### src/rtl/syncser_pkg.sv
package syncser_pkg;
   localparam int unsigned DATA_W = 16;
   localparam int unsigned SIZE_W = 4;
   localparam int unsigned REG_W  = 32;

   // bit 3..0 of the control word
   typedef struct packed {
      logic sod;
      logic slave;
      logic enable;
      logic loopback;
   } ctrl_t;

   typedef enum logic [1:0] {
      ADDR_CTRL = 2'd0,
      ADDR_SIZE = 2'd1,
      ADDR_DATA = 2'd2,
      ADDR_STAT = 2'd3
   } addr_e;
endpackage

### src/rtl/syncser_fifo.sv
module syncser_fifo #(
   parameter int unsigned W     = 16,
   parameter int unsigned DEPTH = 8
) (
   input  logic         clk,
   input  logic         rst_n,
   input  logic         push,
   input  logic [W-1:0] push_data,
   input  logic         pop,
   output logic [W-1:0] head,
   output logic         empty,
   output logic         full
);
   localparam int unsigned AW = $clog2(DEPTH);
   localparam int unsigned CW = AW + 1;

   initial begin
      assert (DEPTH >= 2 && (1 << AW) == DEPTH)
         else $error("fifo depth must be a power of two");
   end

   logic [W-1:0]  mem [DEPTH];
   logic [AW-1:0] wptr, rptr;
   logic [CW-1:0] cnt;
   logic          do_push, do_pop;

   assign empty   = (cnt == '0);
   assign full    = (cnt == CW'(DEPTH));
   assign do_push = push && !full;
   assign do_pop  = pop && !empty;
   assign head    = mem[rptr];

   always_ff @(posedge clk) begin
      if (do_push) mem[wptr] <= push_data;
   end

   always_ff @(posedge clk or negedge rst_n) begin
      if (!rst_n) begin
         wptr <= '0;
         rptr <= '0;
         cnt  <= '0;
      end else begin
         if (do_push) wptr <= wptr + 1'b1;
         if (do_pop)  rptr <= rptr + 1'b1;
         case ({do_push, do_pop})
            2'b10:   cnt <= cnt + 1'b1;
            2'b01:   cnt <= cnt - 1'b1;
            default: cnt <= cnt;
         endcase
      end
   end

   // occupancy never exceeds the depth
   a_r8_count_bound: assert property (@(posedge clk) disable iff (!rst_n)
      cnt <= CW'(DEPTH));

   // a push into a full store with no pop leaves it full
   a_r9_full_hold: assert property (@(posedge clk) disable iff (!rst_n)
      (full && push && !pop) |=> full);
endmodule

### src/rtl/syncser_sync.sv
module syncser_sync #(
   parameter int unsigned     W       = 1,
   parameter int unsigned     STAGES  = 2,
   parameter logic [W-1:0]    RST_VAL = '0
) (
   input  logic         clk,
   input  logic         rst_n,
   input  logic [W-1:0] d,
   output logic [W-1:0] q
);
   initial begin
      assert (STAGES >= 2) else $error("need at least two sync stages");
   end

   for (genvar s = 0; s < STAGES; s++) begin : g_stage
      logic [W-1:0] r;
      if (s == 0) begin : g_first
         always_ff @(posedge clk or negedge rst_n) begin
            if (!rst_n) r <= RST_VAL;
            else        r <= d;
         end
      end else begin : g_next
         always_ff @(posedge clk or negedge rst_n) begin
            if (!rst_n) r <= RST_VAL;
            else        r <= g_stage[s-1].r;
         end
      end
   end

   assign q = g_stage[STAGES-1].r;
endmodule

### src/rtl/syncser_engine.sv
module syncser_engine
   import syncser_pkg::*;
#(
   parameter int unsigned CLK_DIV = 4
) (
   input  logic              clk,
   input  logic              rst_n,
   input  logic              en,
   input  logic              slave,
   input  logic              lpbk,
   input  logic              sod,
   input  logic [SIZE_W-1:0] msb_idx,
   input  logic              tx_valid,
   input  logic [DATA_W-1:0] tx_data,
   output logic              tx_pop,
   output logic              rx_push,
   output logic [DATA_W-1:0] rx_data,
   output logic              busy,
   output logic              sck_o,
   output logic              copi_o,
   output logic              cs_n_o,
   output logic              ctl_drive,
   input  logic              sck_s,
   input  logic              copi_s,
   input  logic              cs_n_s,
   input  logic              cipo_s,
   output logic              cipo_o,
   output logic              cipo_oe
);
   localparam int unsigned DIV_W = $clog2(CLK_DIV);
   localparam logic [DIV_W-1:0] DIV_LAST = DIV_W'(CLK_DIV - 1);

   initial begin
      assert (CLK_DIV >= 2) else $error("prescaler must be at least 2");
   end

   logic              m_act, ph;
   logic [DIV_W-1:0]  cnt;
   logic [SIZE_W-1:0] bcnt;
   logic [DATA_W-1:0] txsh, rxsh, mask;
   logic              sck_d, cs_d, s_reload, s_have;
   logic              m_start, s_on, s_sel_fall, s_rise, s_fall, s_load, s_load_pop;
   logic              tx_msb, rx_bit;

   always_comb mask = DATA_W'((32'd1 << (32'(msb_idx) + 32'd1)) - 32'd1);

   assign tx_msb     = txsh[msb_idx];
   assign rx_bit     = lpbk ? tx_msb : (slave ? copi_s : cipo_s);
   assign m_start    = en && !slave && !m_act && tx_valid;
   assign s_on       = en && slave;
   assign s_sel_fall = s_on && cs_d && !cs_n_s;
   assign s_rise     = s_on && !cs_n_s && sck_s && !sck_d;
   assign s_fall     = s_on && !cs_n_s && !sck_s && sck_d;
   assign s_load     = (s_sel_fall && !s_have) || (s_fall && s_reload);
   assign s_load_pop = s_load && tx_valid;
   assign tx_pop     = m_start || s_load_pop;

   always_ff @(posedge clk or negedge rst_n) begin
      if (!rst_n) begin
         m_act    <= 1'b0;
         ph       <= 1'b0;
         cnt      <= '0;
         bcnt     <= '0;
         txsh     <= '0;
         rxsh     <= '0;
         rx_push  <= 1'b0;
         rx_data  <= '0;
         sck_d    <= 1'b0;
         cs_d     <= 1'b1;
         s_reload <= 1'b0;
         s_have   <= 1'b0;
      end else begin
         sck_d   <= sck_s;
         cs_d    <= cs_n_s;
         rx_push <= 1'b0;
         if (!en) begin
            m_act    <= 1'b0;
            ph       <= 1'b0;
            cnt      <= '0;
            s_reload <= 1'b0;
            s_have   <= 1'b0;
         end else if (!slave) begin
            if (m_start) begin
               m_act <= 1'b1;
               ph    <= 1'b0;
               cnt   <= '0;
               bcnt  <= '0;
               txsh  <= tx_data;
            end else if (m_act) begin
               if (cnt == DIV_LAST) begin
                  cnt <= '0;
                  ph  <= ~ph;
                  if (!ph) begin
                     rxsh <= {rxsh[DATA_W-2:0], rx_bit};
                  end else begin
                     txsh <= txsh << 1;
                     bcnt <= bcnt + 1'b1;
                     if (bcnt == msb_idx) begin
                        m_act   <= 1'b0;
                        rx_push <= 1'b1;
                        rx_data <= rxsh & mask;
                     end
                  end
               end else begin
                  cnt <= cnt + 1'b1;
               end
            end
         end else begin
            if (s_sel_fall) bcnt <= '0;
            if (s_load) begin
               txsh     <= s_load_pop ? tx_data : '0;
               s_have   <= s_load_pop;
               bcnt     <= '0;
               s_reload <= 1'b0;
            end else if (s_fall) begin
               txsh <= txsh << 1;
            end
            if (s_rise) begin
               rxsh   <= {rxsh[DATA_W-2:0], rx_bit};
               s_have <= 1'b0;
               bcnt   <= bcnt + 1'b1;
               if (bcnt == msb_idx) begin
                  rx_push  <= 1'b1;
                  rx_data  <= {rxsh[DATA_W-2:0], rx_bit} & mask;
                  s_reload <= 1'b1;
               end
            end
         end
      end
   end

   assign busy      = m_act || (s_on && !cs_n_s);
   assign sck_o     = ph;
   assign copi_o    = m_act && tx_msb;
   assign cs_n_o    = !m_act;
   assign ctl_drive = en && !slave;
   assign cipo_o    = tx_msb;
   assign cipo_oe   = s_on && !sod && !cs_n_s;

   // clock stays low whenever select is released
   a_r4_sck_idle_low: assert property (@(posedge clk) disable iff (!rst_n)
      cs_n_o |-> !sck_o);

   // outgoing data does not move on a rising clock edge
   a_r4_copi_stable: assert property (@(posedge clk) disable iff (!rst_n)
      (!cs_n_o && $rose(sck_o)) |-> $stable(copi_o));
endmodule

### src/rtl/sync_serial_port.sv
module sync_serial_port
   import syncser_pkg::*;
#(
   parameter int unsigned FIFO_DEPTH  = 8,
   parameter int unsigned CLK_DIV     = 4,
   parameter int unsigned SYNC_STAGES = 2
) (
   input  logic             clk,
   input  logic             rst_n,
   input  logic             reg_wr,
   input  logic             reg_rd,
   input  logic [1:0]       reg_addr,
   input  logic [REG_W-1:0] reg_wdata,
   output logic [REG_W-1:0] reg_rdata,
   output logic             sck_o,
   output logic             copi_o,
   output logic             cs_n_o,
   output logic             ctl_drive_o,
   input  logic             sck_i,
   input  logic             copi_i,
   input  logic             cs_n_i,
   input  logic             cipo_i,
   output logic             cipo_o,
   output logic             cipo_oe
);
   localparam logic [SIZE_W-1:0] SIZE_RST = SIZE_W'(7);
   localparam logic [SIZE_W-1:0] SIZE_MIN = SIZE_W'(3);

   initial begin
      assert (FIFO_DEPTH >= 2) else $error("fifo depth too small");
   end

   ctrl_t             ctrl;
   logic [SIZE_W-1:0] size_q, msb_idx;
   logic              tx_push, tx_pop, tx_empty, tx_full;
   logic              rx_push, rx_pop, rx_empty, rx_full;
   logic [DATA_W-1:0] tx_head, rx_head, rx_word;
   logic              busy;
   logic [3:0]        sync_q;
   logic              unused_wbits;

   assign unused_wbits = ^reg_wdata[REG_W-1:DATA_W] ^ rx_full;

   always_ff @(posedge clk or negedge rst_n) begin
      if (!rst_n) begin
         ctrl   <= '0;
         size_q <= SIZE_RST;
      end else if (reg_wr) begin
         if (reg_addr == ADDR_CTRL) begin
            ctrl.loopback <= reg_wdata[0];
            ctrl.enable   <= reg_wdata[1];
            ctrl.sod      <= reg_wdata[3];
            if (!ctrl.enable) ctrl.slave <= reg_wdata[2];
         end
         if (reg_addr == ADDR_SIZE) size_q <= reg_wdata[SIZE_W-1:0];
      end
   end

   assign msb_idx = (size_q < SIZE_MIN) ? SIZE_MIN : size_q;
   assign tx_push = reg_wr && (reg_addr == ADDR_DATA);
   assign rx_pop  = reg_rd && (reg_addr == ADDR_DATA);

   always_comb begin
      case (reg_addr)
         ADDR_CTRL: reg_rdata = {{(REG_W-4){1'b0}}, ctrl};
         ADDR_SIZE: reg_rdata = {{(REG_W-SIZE_W){1'b0}}, size_q};
         ADDR_DATA: reg_rdata = {{(REG_W-DATA_W){1'b0}}, rx_empty ? '0 : rx_head};
         default:   reg_rdata = {{(REG_W-3){1'b0}}, busy, !rx_empty, !tx_full};
      endcase
   end

   syncser_fifo #(.W(DATA_W), .DEPTH(FIFO_DEPTH)) u_txq (
      .clk(clk), .rst_n(rst_n), .push(tx_push), .push_data(reg_wdata[DATA_W-1:0]),
      .pop(tx_pop), .head(tx_head), .empty(tx_empty), .full(tx_full));

   syncser_fifo #(.W(DATA_W), .DEPTH(FIFO_DEPTH)) u_rxq (
      .clk(clk), .rst_n(rst_n), .push(rx_push), .push_data(rx_word),
      .pop(rx_pop), .head(rx_head), .empty(rx_empty), .full(rx_full));

   syncser_sync #(.W(4), .STAGES(SYNC_STAGES), .RST_VAL(4'b0010)) u_sync (
      .clk(clk), .rst_n(rst_n), .d({sck_i, copi_i, cs_n_i, cipo_i}), .q(sync_q));

   syncser_engine #(.CLK_DIV(CLK_DIV)) u_eng (
      .clk(clk), .rst_n(rst_n),
      .en(ctrl.enable), .slave(ctrl.slave), .lpbk(ctrl.loopback), .sod(ctrl.sod),
      .msb_idx(msb_idx),
      .tx_valid(!tx_empty), .tx_data(tx_head), .tx_pop(tx_pop),
      .rx_push(rx_push), .rx_data(rx_word), .busy(busy),
      .sck_o(sck_o), .copi_o(copi_o), .cs_n_o(cs_n_o), .ctl_drive(ctl_drive_o),
      .sck_s(sync_q[3]), .copi_s(sync_q[2]), .cs_n_s(sync_q[1]), .cipo_s(sync_q[0]),
      .cipo_o(cipo_o), .cipo_oe(cipo_oe));

   // role bit cannot move in a cycle that follows an enabled cycle
   a_r3_role_locked: assert property (@(posedge clk) disable iff (!rst_n)
      $past(ctrl.enable) |-> (ctrl.slave == $past(ctrl.slave)));

   // output-off keeps the peripheral data line released
   a_r11_sod_silent: assert property (@(posedge clk) disable iff (!rst_n)
      ctrl.sod |-> !cipo_oe);
endmodule

### config.mk
export PLATFORM = sky130hd
export DESIGN_NAME = sync_serial_port
export DESIGN_NICKNAME = d
export VERILOG_FILES = /design/src/rtl/syncser_pkg.sv /design/src/rtl/syncser_fifo.sv /design/src/rtl/syncser_sync.sv /design/src/rtl/syncser_engine.sv /design/src/rtl/sync_serial_port.sv
export SDC_FILE = /design/constraint.sdc
export NUM_CORES = 1
export LEC_CHECK = 0
export BUFFER_PORTS_ARGS = -buffer_cell sky130_fd_sc_hd__buf_4
export CAP_MARGIN = 20
export CORE_MARGIN = 8
export CORE_UTILIZATION = 29
export DETAILED_ROUTE_END_ITERATION = 10
export PLACE_DENSITY_LB_ADDON = 0.2
export SLEW_MARGIN = 10
export SYNTH_ARGS = -nofsm -noshare
export SYNTH_HDL_FRONTEND = slang
export SYNTH_SLANG_ARGS = --single-unit
### constraint.sdc
create_clock -name clk -period 3.01 [get_ports clk]
set_input_delay 0.602 -clock clk [delete_from_list [all_inputs] [get_ports clk]]
set_output_delay 0.602 -clock clk [all_outputs]
set_load 0.05 [all_outputs]
==> flow_summary_export.csv, run 1 <==
group,metric,value,unit
sta,period_share,0.9881,
critical_path,arrival,2370,ps
synth,yosysTopAreaCellShare,0.5183,
critical_path,cp_top_family,"flip-flops",
route,ant_nets,0,
global_routing,grt-ovfl-total,0,
finish,nFillCells,4841,
placement,port_buffers,47,
clock_tree,root_buffer,"clkbuf_16",
synth,synth_ff_type,"edfxtp_1",
critical_path,r2r-start,"u_rxq.cnt[0]",
critical_path,worst-r2r-cell-count,12,
placement,dpl-instance-area,16170,sq um
route,finalWirelength,32.69,mm
sta,rsz0062_at_grt,"true",
floorplanning,dieHeight,242.1,microns
route,firstDrtPassIters,4,
clock_tree,clk_latency,550,ps
global_routing,grt_pass1_vias,8008,
sta,fmax,0.3362,GHz
synth,synthCells,876,
critical_path,slowest_delay,530,ps
min_path,min_path_type,"in -> async",
sta,fin_crit,2974,ps
sta,hold_violations,0,
placement,hpwl,20.53,mm
global_routing,grt.total_usage,0.1114,
floorplanning,die-width,242.1,microns
route,first_iter_violations,547,
critical_path,critPathBufInv,2,
clock_tree,clock-sinks,353,
critical_path,cp.required,2410,ps
power,peakVddDrop,0.0004582,V
synth,syn_area_per_cell,16.93,sq um
clock_tree,htreeDepth,2,
floorplanning,ios,80,
finish,nNetsFinal,1031,
global_routing,antenna_found_initial,0,
power,p_leak,6.516,nW
synth,synth_edf_count,256,
sta,max_slew_margin,0.4858,
clock_tree,clkSlewWorstSetupHoldPaths,60,ps
power,powerDensity,835.5,nW/um^2
critical_path,crit_path_top_delay_cell,"dfrtp_4",
run_status,outcome,"finished, final reports clean",
synth,synth_seq_cells,353,
floorplanning,coreArea,50990,sq um
finish,diodes,0,
synth,synth_top_area_cell,"edfxtp_1",
global_routing,grt_pass1_wl,50.89,mm
critical_path,crit_start,"u_rxq.rptr[0]",
critical_path,reg2reg_slack,300,ps
floorplanning,design.die.area,58630,sq um
route,wl_per_cell,19.41,microns
clock_tree,holdBufCountCts,0,
synth,ys_top_cells_by_area,"edfxtp_1, dfrtp_1, mux4_2",
critical_path,endpoint_kind,"output port",
sta,skew,18.51,ps
floorplanning,num_rows,83,
clock_tree,numCtsBuffers,41,
synth,async_reset_ff_frac,0.2748,
sta,setup_viol,0,
route,vias_per_cell,4.577,
floorplanning,start_util,0.2908,
route,num_vias,7708,
critical_path,worstPathCellList,"buf_6 > mux4_2 > mux2i_4 > o21a_1 > a41oi_2 > buf_6",
sta,layout_setup_ws,35.79,ps
finish,drive_above_1_share,0.3147,
synth,ys_warn_count,0,
critical_path,timing.rr.end,"u_rxq.cnt[3]",
placement,place_ws,282.5,ps
finish,postLayoutCellArea,17630,sq um
sta,slew_viol_final,0,
synth,ys_types,64,
sta,worst_pin_slew,769.7,ps
clock_tree,cts_buffer_depth,3,
critical_path,start_kind,"register",
critical_path,crit_type,"reg -> out",
run,drv_cap,0,
global_routing,grt_max_degree,44,
critical_path,worstPathMaxFanout,5,
synth,yosysMostFrequentCell,"edfxtp_1",
critical_path,crit_top_cell,"buf_6",
synth,syn-cell-area,14830,sq um
route,drc,0,
clock_tree,cts_tree,"built",
synth,yosysSeqAreaShare,0.6825,
synth,synth_common_cells,"edfxtp_1, dfrtp_1, mux4_2",
finish,area_growth,18.90,%
placement,place.gp.congestion,0.7263,
-- sequential cells by signal (all words and copies together) (netlist names), 16 cells and up --
| name | flops |
|---|---|
| u_eng.rxsh | 16 |
| u_eng.rx_data | 16 |
| u_rxq.mem | 128 |
| u_txq.mem | 128 |
| u_eng.txsh | 16 |
-- cells in the final DEF, fill, tap and decap left out, types with 3 or more instances in the layout --
| master | instances |
|---|---|
| a21oi_1 | 11 |
| a22oi_1 | 16 |
| a31oi_1 | 3 |
| buf_12 | 5 |
| buf_4 | 83 |
| buf_6 | 9 |
| clkbuf_1 | 11 |
| clkbuf_16 | 41 |
| clkbuf_8 | 3 |
| clkinv_1 | 4 |
| clkinv_2 | 11 |
| conb_1 | 18 |
| dfrtp_1 | 88 |
| dfstp_2 | 6 |
| edfxtp_1 | 256 |
| ha_1 | 14 |
| inv_1 | 18 |
| inv_6 | 3 |
| mux2_2 | 52 |
| mux2_4 | 8 |
| mux2i_1 | 35 |
| mux2i_4 | 3 |
| mux4_2 | 66 |
| nand2_1 | 50 |
| nand2b_1 | 9 |
| nand3_1 | 7 |
| nand3b_1 | 4 |
| nor2_1 | 46 |
| nor2b_1 | 6 |
| nor3_1 | 10 |
| nor3_2 | 4 |
| o211ai_1 | 3 |
| o21ai_0 | 26 |
| xnor2_1 | 11 |
| xor2_1 | 7 |
-- area by class of cell --
type / count / area (sq um) / share of cell area
Multi-Input combinational cell: 458 / 4459 / 0.2529
Inverter: 20 / 75.07 / 0.004257
Timing Repair Buffer: 99 / 854.6 / 0.04846
Clock buffer: 55 / 1109 / 0.06287
Tap cell: 680 / 850.8 / 0.04825
Sequential cell: 353 / 10130 / 0.5744
Clock inverter: 19 / 156.4 / 0.008870
-- report_power, final --
group          leakage (nW)  internal [mW]  total, mW  switching [mW]
Clock                 0.628           2.76       4.71            1.94
Sequential             3.67           5.61       6.13           0.517
Combinational          2.22           1.94       3.89            1.95
Total                  6.52           10.3       14.7            4.41
-- layer usage --
| metal | up-vias | track usage | wire (microns) |
|---|---|---|---|
| met3 | 43 | 0.02315 | 1463 |
| li1 | 3545 | - | - |
| met1 | 3996 | 0.1592 | 15670 |
| met4 | 0 | 0.03228 | 626 |
| met5 | - | 0 | 0 |
| met2 | 124 | 0.1697 | 14930 |
-- how the worst max path moves through the flow --
stage	cells after the start	slack (ps)	end
floorplan	12	50	u_txq.cnt[3]
finish	6	40	reg_rdata[2]
CTS	5	-50	copi_o
global placement	12	280	u_rxq.cnt[3]
detailed placement	12	280	u_rxq.cnt[3]
global route	7	-40	reg_rdata[0]
-- logic make-up (layout without fill, tap and decap cells) --
kind of cell | count (synthesis) | after routing | share of synthesized area
xor+xnor | 18 | 18 | 0.01063
mux | 164 | 164 | 0.1735
compound gates | 91 | 91 | 0.04252
flops | 353 | 353 | 0.6825
fa+ha+maj | 16 | 16 | 0.01451
simple gates | 151 | 151 | 0.04775
other cells | 2 | 18 | 0.0005064
buf+inv | 81 | 193 | 0.02809
-- stage by stage --
step / hold WS (ps) / utilization / total power, mW / setup TNS [ps] / cells
final: 70.81 / 0.3458 / 14.73 / 0 / 1684
after global routing: 103.9 / 0.3458 / 15.53 / -132.4 / 1684
after CTS: 81.99 / 0.3447 / 14.95 / -99.48 / 1684
after detailed placement: 339.3 / 0.3171 / 9.996 / 0 / 1604
after global placement: 336.0 / 0.3171 / 9.974 / 0 / 1604
after floorplan: 306.4 / - / 8.877 / 0 / 892
-- repair_timing --
action | CTS | global route
pin swaps | 1 | 2
hold endpoints to repair | 0 | 0
setup endpoints to repair | 18 | 15
resized for setup | 21 | 12
buffers inserted | 6 | 0
(Power assumes the default switching activity.)
==> inputs of run 2 (changes only) <==
Settings changed: CELL_PAD_IN_SITES_DETAIL_PLACEMENT set to 0, CELL_PAD_IN_SITES_GLOBAL_PLACEMENT set to 1, REMOVE_ABC_BUFFERS set to 1.
==> run 2 against run 1 <==
Net effect:
- the flow now finishes with violations (setup timing)
- critical path depth shrank 1
- routed wire length is 0.43% higher
- register-to-register slack hardly changed
- core utilization up 0.34 points
- cell count grew 0.48%
- sequential power shrank 0.8%
- cell area increased by 0.98%
- first-iteration DRC count shrank 31%
- non-clock buffer count increased by 7
- flip-flop and latch count did not move
- largest cell class unchanged
==> flow_summary_export.csv, run 2 (same netlist as run 1, synthesis figures left out) <==
group,metric,value,unit
run_status,outcome,"complete, but fails checks",
run_status,violations,"setup timing",
clock_tree,htreeDepth,2,
clock_tree,cts_tree,"built",
finish,nNetsFinal,1038,
critical_path,start_kind,"register",
sta,layout_setup_ws,-36.05,ps
route,num_vias,7726,
critical_path,crit_path_top_delay_cell,"mux4_2",
critical_path,crit_type,"reg -> out",
clock_tree,root_buffer,"clkbuf_16",
finish,stdcell_count,1692,
power,peakVddDrop,0.0004892,V
critical_path,worstPathCellList,"mux4_2 > mux2_2 > o211ai_1 > o21ai_2 > buf_6",
finish,final_cell_mix,"edfxtp_1, buf_4, dfrtp_1",
clock_tree,numCtsBuffers,41,
critical_path,worst-r2r-cell-count,12,
clock_tree,holdBufCountCts,0,
sta,setup_viol,2,
sta,holdWs,41.81,ps
placement,dp.cells,1608,
clock_tree,cts_buffer_depth,3,
sta,setup_tns,-43.22,ps
sta,rsz0062_at_grt,"true",
finish,area_growth,20.06,%
global_routing,grt_pass1_wl,51.16,mm
min_path,min_path_type,"in -> async",
floorplanning,num_rows,83,
floorplanning,ios,80,
critical_path,slowest_delay,510,ps
floorplanning,design.die.area,58630,sq um
critical_path,cp.required,2410,ps
finish,layout_commonest_cell,"edfxtp_1",
critical_path,arrival,2440,ps
route,ant_nets,0,
global_routing,grt.total_usage,0.1121,
floorplanning,die-width,242.1,microns
run,drv_cap,0,
sta,hold_violations,0,
sta,skew,19.25,ps
power,p_leak,6.588,nW
route,first_iter_violations,376,
power,powerDensity,852.3,nW/um^2
finish,diodes,0,
finish,multi_input_area,4474,sq um
global_routing,antenna_found_initial,1,
finish,drive_above_1_share,0.3231,
global_routing,grt_pass1_vias,8180,
global_routing,grt-ovfl-total,0,
sta,fmax,0.3283,GHz
clock_tree,clkSlewWorstSetupHoldPaths,60,ps
critical_path,endpoint_kind,"output port",
clock_tree,clk_latency,570,ps
placement,place_ws,315.4,ps
critical_path,timing.rr.end,"u_rxq.cnt[3]",
placement,place.gp.congestion,0.6894,
route,firstDrtPassIters,4,
floorplanning,start_util,0.2908,
floorplanning,coreArea,50990,sq um
sta,max_slew_margin,0.5461,
route,finalWirelength,32.83,mm
sta,slew_viol_final,0,
floorplanning,dieHeight,242.1,microns
critical_path,reg2reg_slack,290,ps
clock_tree,clock-sinks,353,
placement,hpwl,20.66,mm
finish,regArea,10130,sq um
sta,fin_crit,3046,ps
finish,nFillCells,4875,
sta,period_share,1.012,
route,wl_per_cell,19.40,microns
global_routing,grt_max_degree,46,
finish,top_regs,"u_rxq.mem (128), u_txq.mem (128)",
critical_path,r2r-start,"u_rxq.cnt[1]",
critical_path,worstPathMaxFanout,5,
route,drc,0,
placement,port_buffers,47,
sta,worst_pin_slew,679.4,ps
route,vias_per_cell,4.566,
-- run 2: repair_timing --
action	CTS	global route
hold endpoints to repair	0	0
endpoints found under the setup margin	12	9
resized for setup	28	10
buffers inserted	6	3
pin swaps	3	2
-- run 2: worst max path at each step --
| stage | startpoint | endpoint | slack (ps) | cells past startpoint |
|---|---|---|---|---|
| CTS | u_rxq.rptr[0] | reg_rdata[1] | -120 | 5 |
| finish | u_rxq.rptr[0] | reg_rdata[1] | -40 | 5 |
| detailed placement | u_rxq.cnt[1] | u_rxq.cnt[3] | 320 | 12 |
| global placement | u_rxq.cnt[1] | u_rxq.cnt[3] | 280 | 12 |
| global route | u_rxq.rptr[0] | reg_rdata[1] | -130 | 5 |
| floorplan | ctrl[2] | u_eng.txsh[10] | -1160 | 3 |
-- run 2: metrics by stage --
stage / power (mW) / util / area (sq um)
6_report: 15.18 / 0.3492 / 17810
2_1_floorplan: 8.751 / - / 14550
3_3_place_gp: 10.08 / 0.3174 / 16190
3_5_place_dp: 10.09 / 0.3174 / 16190
4_1_cts: 15.39 / 0.3478 / 17730
5_1_grt: 15.99 / 0.3492 / 17810
-- run 2: where the power goes --
group          switching [mW]  total (mW)  internal (mW)  leakage [nW]
combinational            2.01        4.05           2.04          2.24
clock                    2.04        5.04           3.00         0.679
sequential              0.473        6.08           5.61          3.67
total                    4.52        15.2           10.7          6.59
-- run 2: final cells by class --
type | count | share of cell area
inverter | 20 | 0.004216
multi-input combinational | 458 | 0.2513
clock buffer | 53 | 0.06296
sequential | 353 | 0.5687
tap | 680 | 0.04778
timing repair buffer | 106 | 0.05059
clock inverter | 22 | 0.01448
-- run 2: worst max-delay path, delay by kind of cell, from the launching register on --
family	cells	cell delay, ps
buffers and inverters	1	180
AO/OA/AOI/OAI	2	460
multiplexers	2	800
flip-flops	1	430
-- run 2: routing by layer --
layer,track usage,share of wire,up-vias
met5,0,0.00024,-
met4,0.03086,0.020,2
met3,0.02590,0.043,46
met2,0.1813,0.47,120
met1,0.1502,0.47,3978
li1,-,-,3580
==> inputs of run 3 (changes only) <==
Settings changed: REMOVE_ABC_BUFFERS 1 to not set.
==> run 3 against run 2 <==
Net effect:
- sequential share of layout area increased by 0.11 points
- routed wire length grew 0.20%
- clock power is 5.6% lower
- worst hold slack improved by 110 ps
- largest cell class unchanged
- non-clock buffer count stayed put
- critical path type unchanged
- die area unchanged
- worst setup slack improved by 33 ps
- cell area is 0.17% lower
- the flow still finishes with violations (setup timing)
==> flow_summary_export.csv, run 3 (same netlist as run 1, synthesis figures left out) <==
group,metric,value,unit
power,p_leak,6.572,nW
placement,hpwl,21.11,mm
floorplanning,design.die.area,58630,sq um
critical_path,worstPathMaxFanout,5,
route,firstDrtPassIters,4,
route,finalWirelength,32.90,mm
critical_path,arrival,2410,ps
global_routing,grt_max_degree,43,
global_routing,grt_pass1_vias,8213,
finish,nNetsFinal,1038,
critical_path,start_kind,"register",
route,num_vias,7614,
placement,place.gp.congestion,0.7184,
power,powerDensity,842.4,nW/um^2
run_status,violations,"setup timing",
critical_path,crit_type,"reg -> out",
placement,dp.cells,1604,
floorplanning,ios,80,
finish,stdcell_count,1692,
floorplanning,coreArea,50990,sq um
power,power.switching,4.515,mW
floorplanning,start_util,0.2908,
clock_tree,root_buffer,"clkbuf_16",
critical_path,cp.required,2410,ps
critical_path,timing.rr.end,"u_rxq.cnt[3]",
global_routing,grt.total_usage,0.1118,
finish,multi_input_area,4454,sq um
run,drv_cap,0,
finish,final_cell_mix,"edfxtp_1, dfrtp_1, buf_4",
critical_path,endpoint_kind,"output port",
placement,dpl-instance-area,16180,sq um
sta,worst_pin_slew,878.0,ps
finish,nFillCells,4811,
finish,top_regs,"u_rxq.mem (128), u_txq.mem (128)",
sta,layout_setup_ws,-3.534,ps
sta,setup_viol,2,
sta,period_share,1.001,
route,wl_per_cell,19.44,microns
critical_path,crit_start,"size_q[1]",
min_path,min_path_type,"in -> reg",
sta,skew,16.16,ps
finish,area_growth,19.86,%
power,power.internal,10.46,mW
sta,fmax,0.3318,GHz
clock_tree,clkSlewWorstSetupHoldPaths,60,ps
route,first_iter_violations,529,
power,peakVddDrop,0.0004446,V
power,seqPwrFrac,0.407,
finish,postLayoutCellArea,17780,sq um
critical_path,critPathCapture,"cipo_o",
global_routing,grt-ovfl-total,0,
finish,layout_commonest_cell,"edfxtp_1",
power,clockPowerShare,0.318,
sta,rsz0062_at_grt,"true",
power,combPwrFrac,0.275,
run_status,outcome,"complete, but fails checks",
finish,diodes,0,
sta,max_slew_margin,0.4134,
power,switching_share,0.3015,
sta,slew_viol_final,0,
floorplanning,num_rows,83,
min_path,worstHoldStart,"cs_n_i",
clock_tree,cts_tree,"built",
sta,fin_crit,3014,ps
finish,regArea,10130,sq um
critical_path,r2r-start,"u_rxq.cnt[0]",
floorplanning,die-width,242.1,microns
global_routing,grt_pass1_wl,51.28,mm
finish,drive_above_1_share,0.3162,
floorplanning,dieHeight,242.1,microns
clock_tree,clock-sinks,353,
clock_tree,htreeDepth,2,
clock_tree,clk_latency,560,ps
global_routing,antenna_found_initial,1,
placement,port_buffers,47,
critical_path,worst-r2r-cell-count,12,
sta,hold_violations,0,
power,p_total,14.97,mW
route,ant_nets,0,
sta,holdWs,155.5,ps
route,vias_per_cell,4.500,
clock_tree,numCtsBuffers,41,
clock_tree,cts_buffer_depth,3,
route,drc,0,
critical_path,reg2reg_slack,310,ps
## run 3: power groups by stage
stage / registers, mW / clock network (mW) / logic [mW]
2_1_floorplan: 5.92 / 0 / 2.96
3_3_place_gp: 6.21 / 0 / 3.85
3_5_place_dp: 6.21 / 0 / 3.86
4_1_cts: 6.09 / 4.94 / 4.09
5_1_grt: 6.16 / 5.12 / 4.51
6_report: 6.09 / 4.76 / 4.12
## run 3: critical path, cell delays in order, from the launching register on
cell,delay [ps]
dfstp_2,590
mux4_2,520
mux2i_2,220
a211o_1,280
inv_1,80
buf_6,160
## run 3: worst min-delay path by stage
stage          depth (start not counted)  slack, ps                     end
2_1_floorplan                          0        310                 ctrl[0]
3_3_place_gp                           0        340             u_sync.q[3]
3_5_place_dp                           0        330             u_sync.q[3]
4_1_cts                                1        120  u_sync.g_stage[0].r[1]
5_1_grt                                1        130  u_sync.g_stage[0].r[3]
6_report                               1        160  u_sync.g_stage[0].r[1]
## run 3: what timing repair did
action	in CTS	in global routing
hold buffers	1	0
gates resized for setup	24	12
setup endpoints to repair	15	18
cloned	0	2
hold endpoints to repair	11	0
pin swaps	1	1
setup buffers	9	1
## run 3: cell type report
cell class                      instances  area share
Clock buffer                           48     0.06152
Clock inverter                         27     0.01140
Inverter                               20    0.004223
Multi-Input combinational cell        458      0.2506
Sequential cell                       353      0.5698
Tap cell                              680     0.04786
Timing Repair Buffer                  106     0.05462
## run 3: per-layer routing
metal,up-vias,wire length (microns),track usage,share of wire
li1,3577,-,-,-
met2,126,15150,0.1752,0.46
met5,-,0,0,0
met4,0,631,0.03104,0.019
met1,3867,15750,0.1559,0.48
met3,44,1369,0.02326,0.042
## run 3: per-stage QoR
stage	TNS (ps)	util	setup WS [ps]
3_3_place_gp	0	0.3173	277.5
5_1_grt	-400.7	0.3486	-128.7
6_report	-5.149	0.3486	-3.534
4_1_cts	-132.2	0.3464	-66.08
3_5_place_dp	0	0.3173	300.2
2_1_floorplan	0	-	50.79
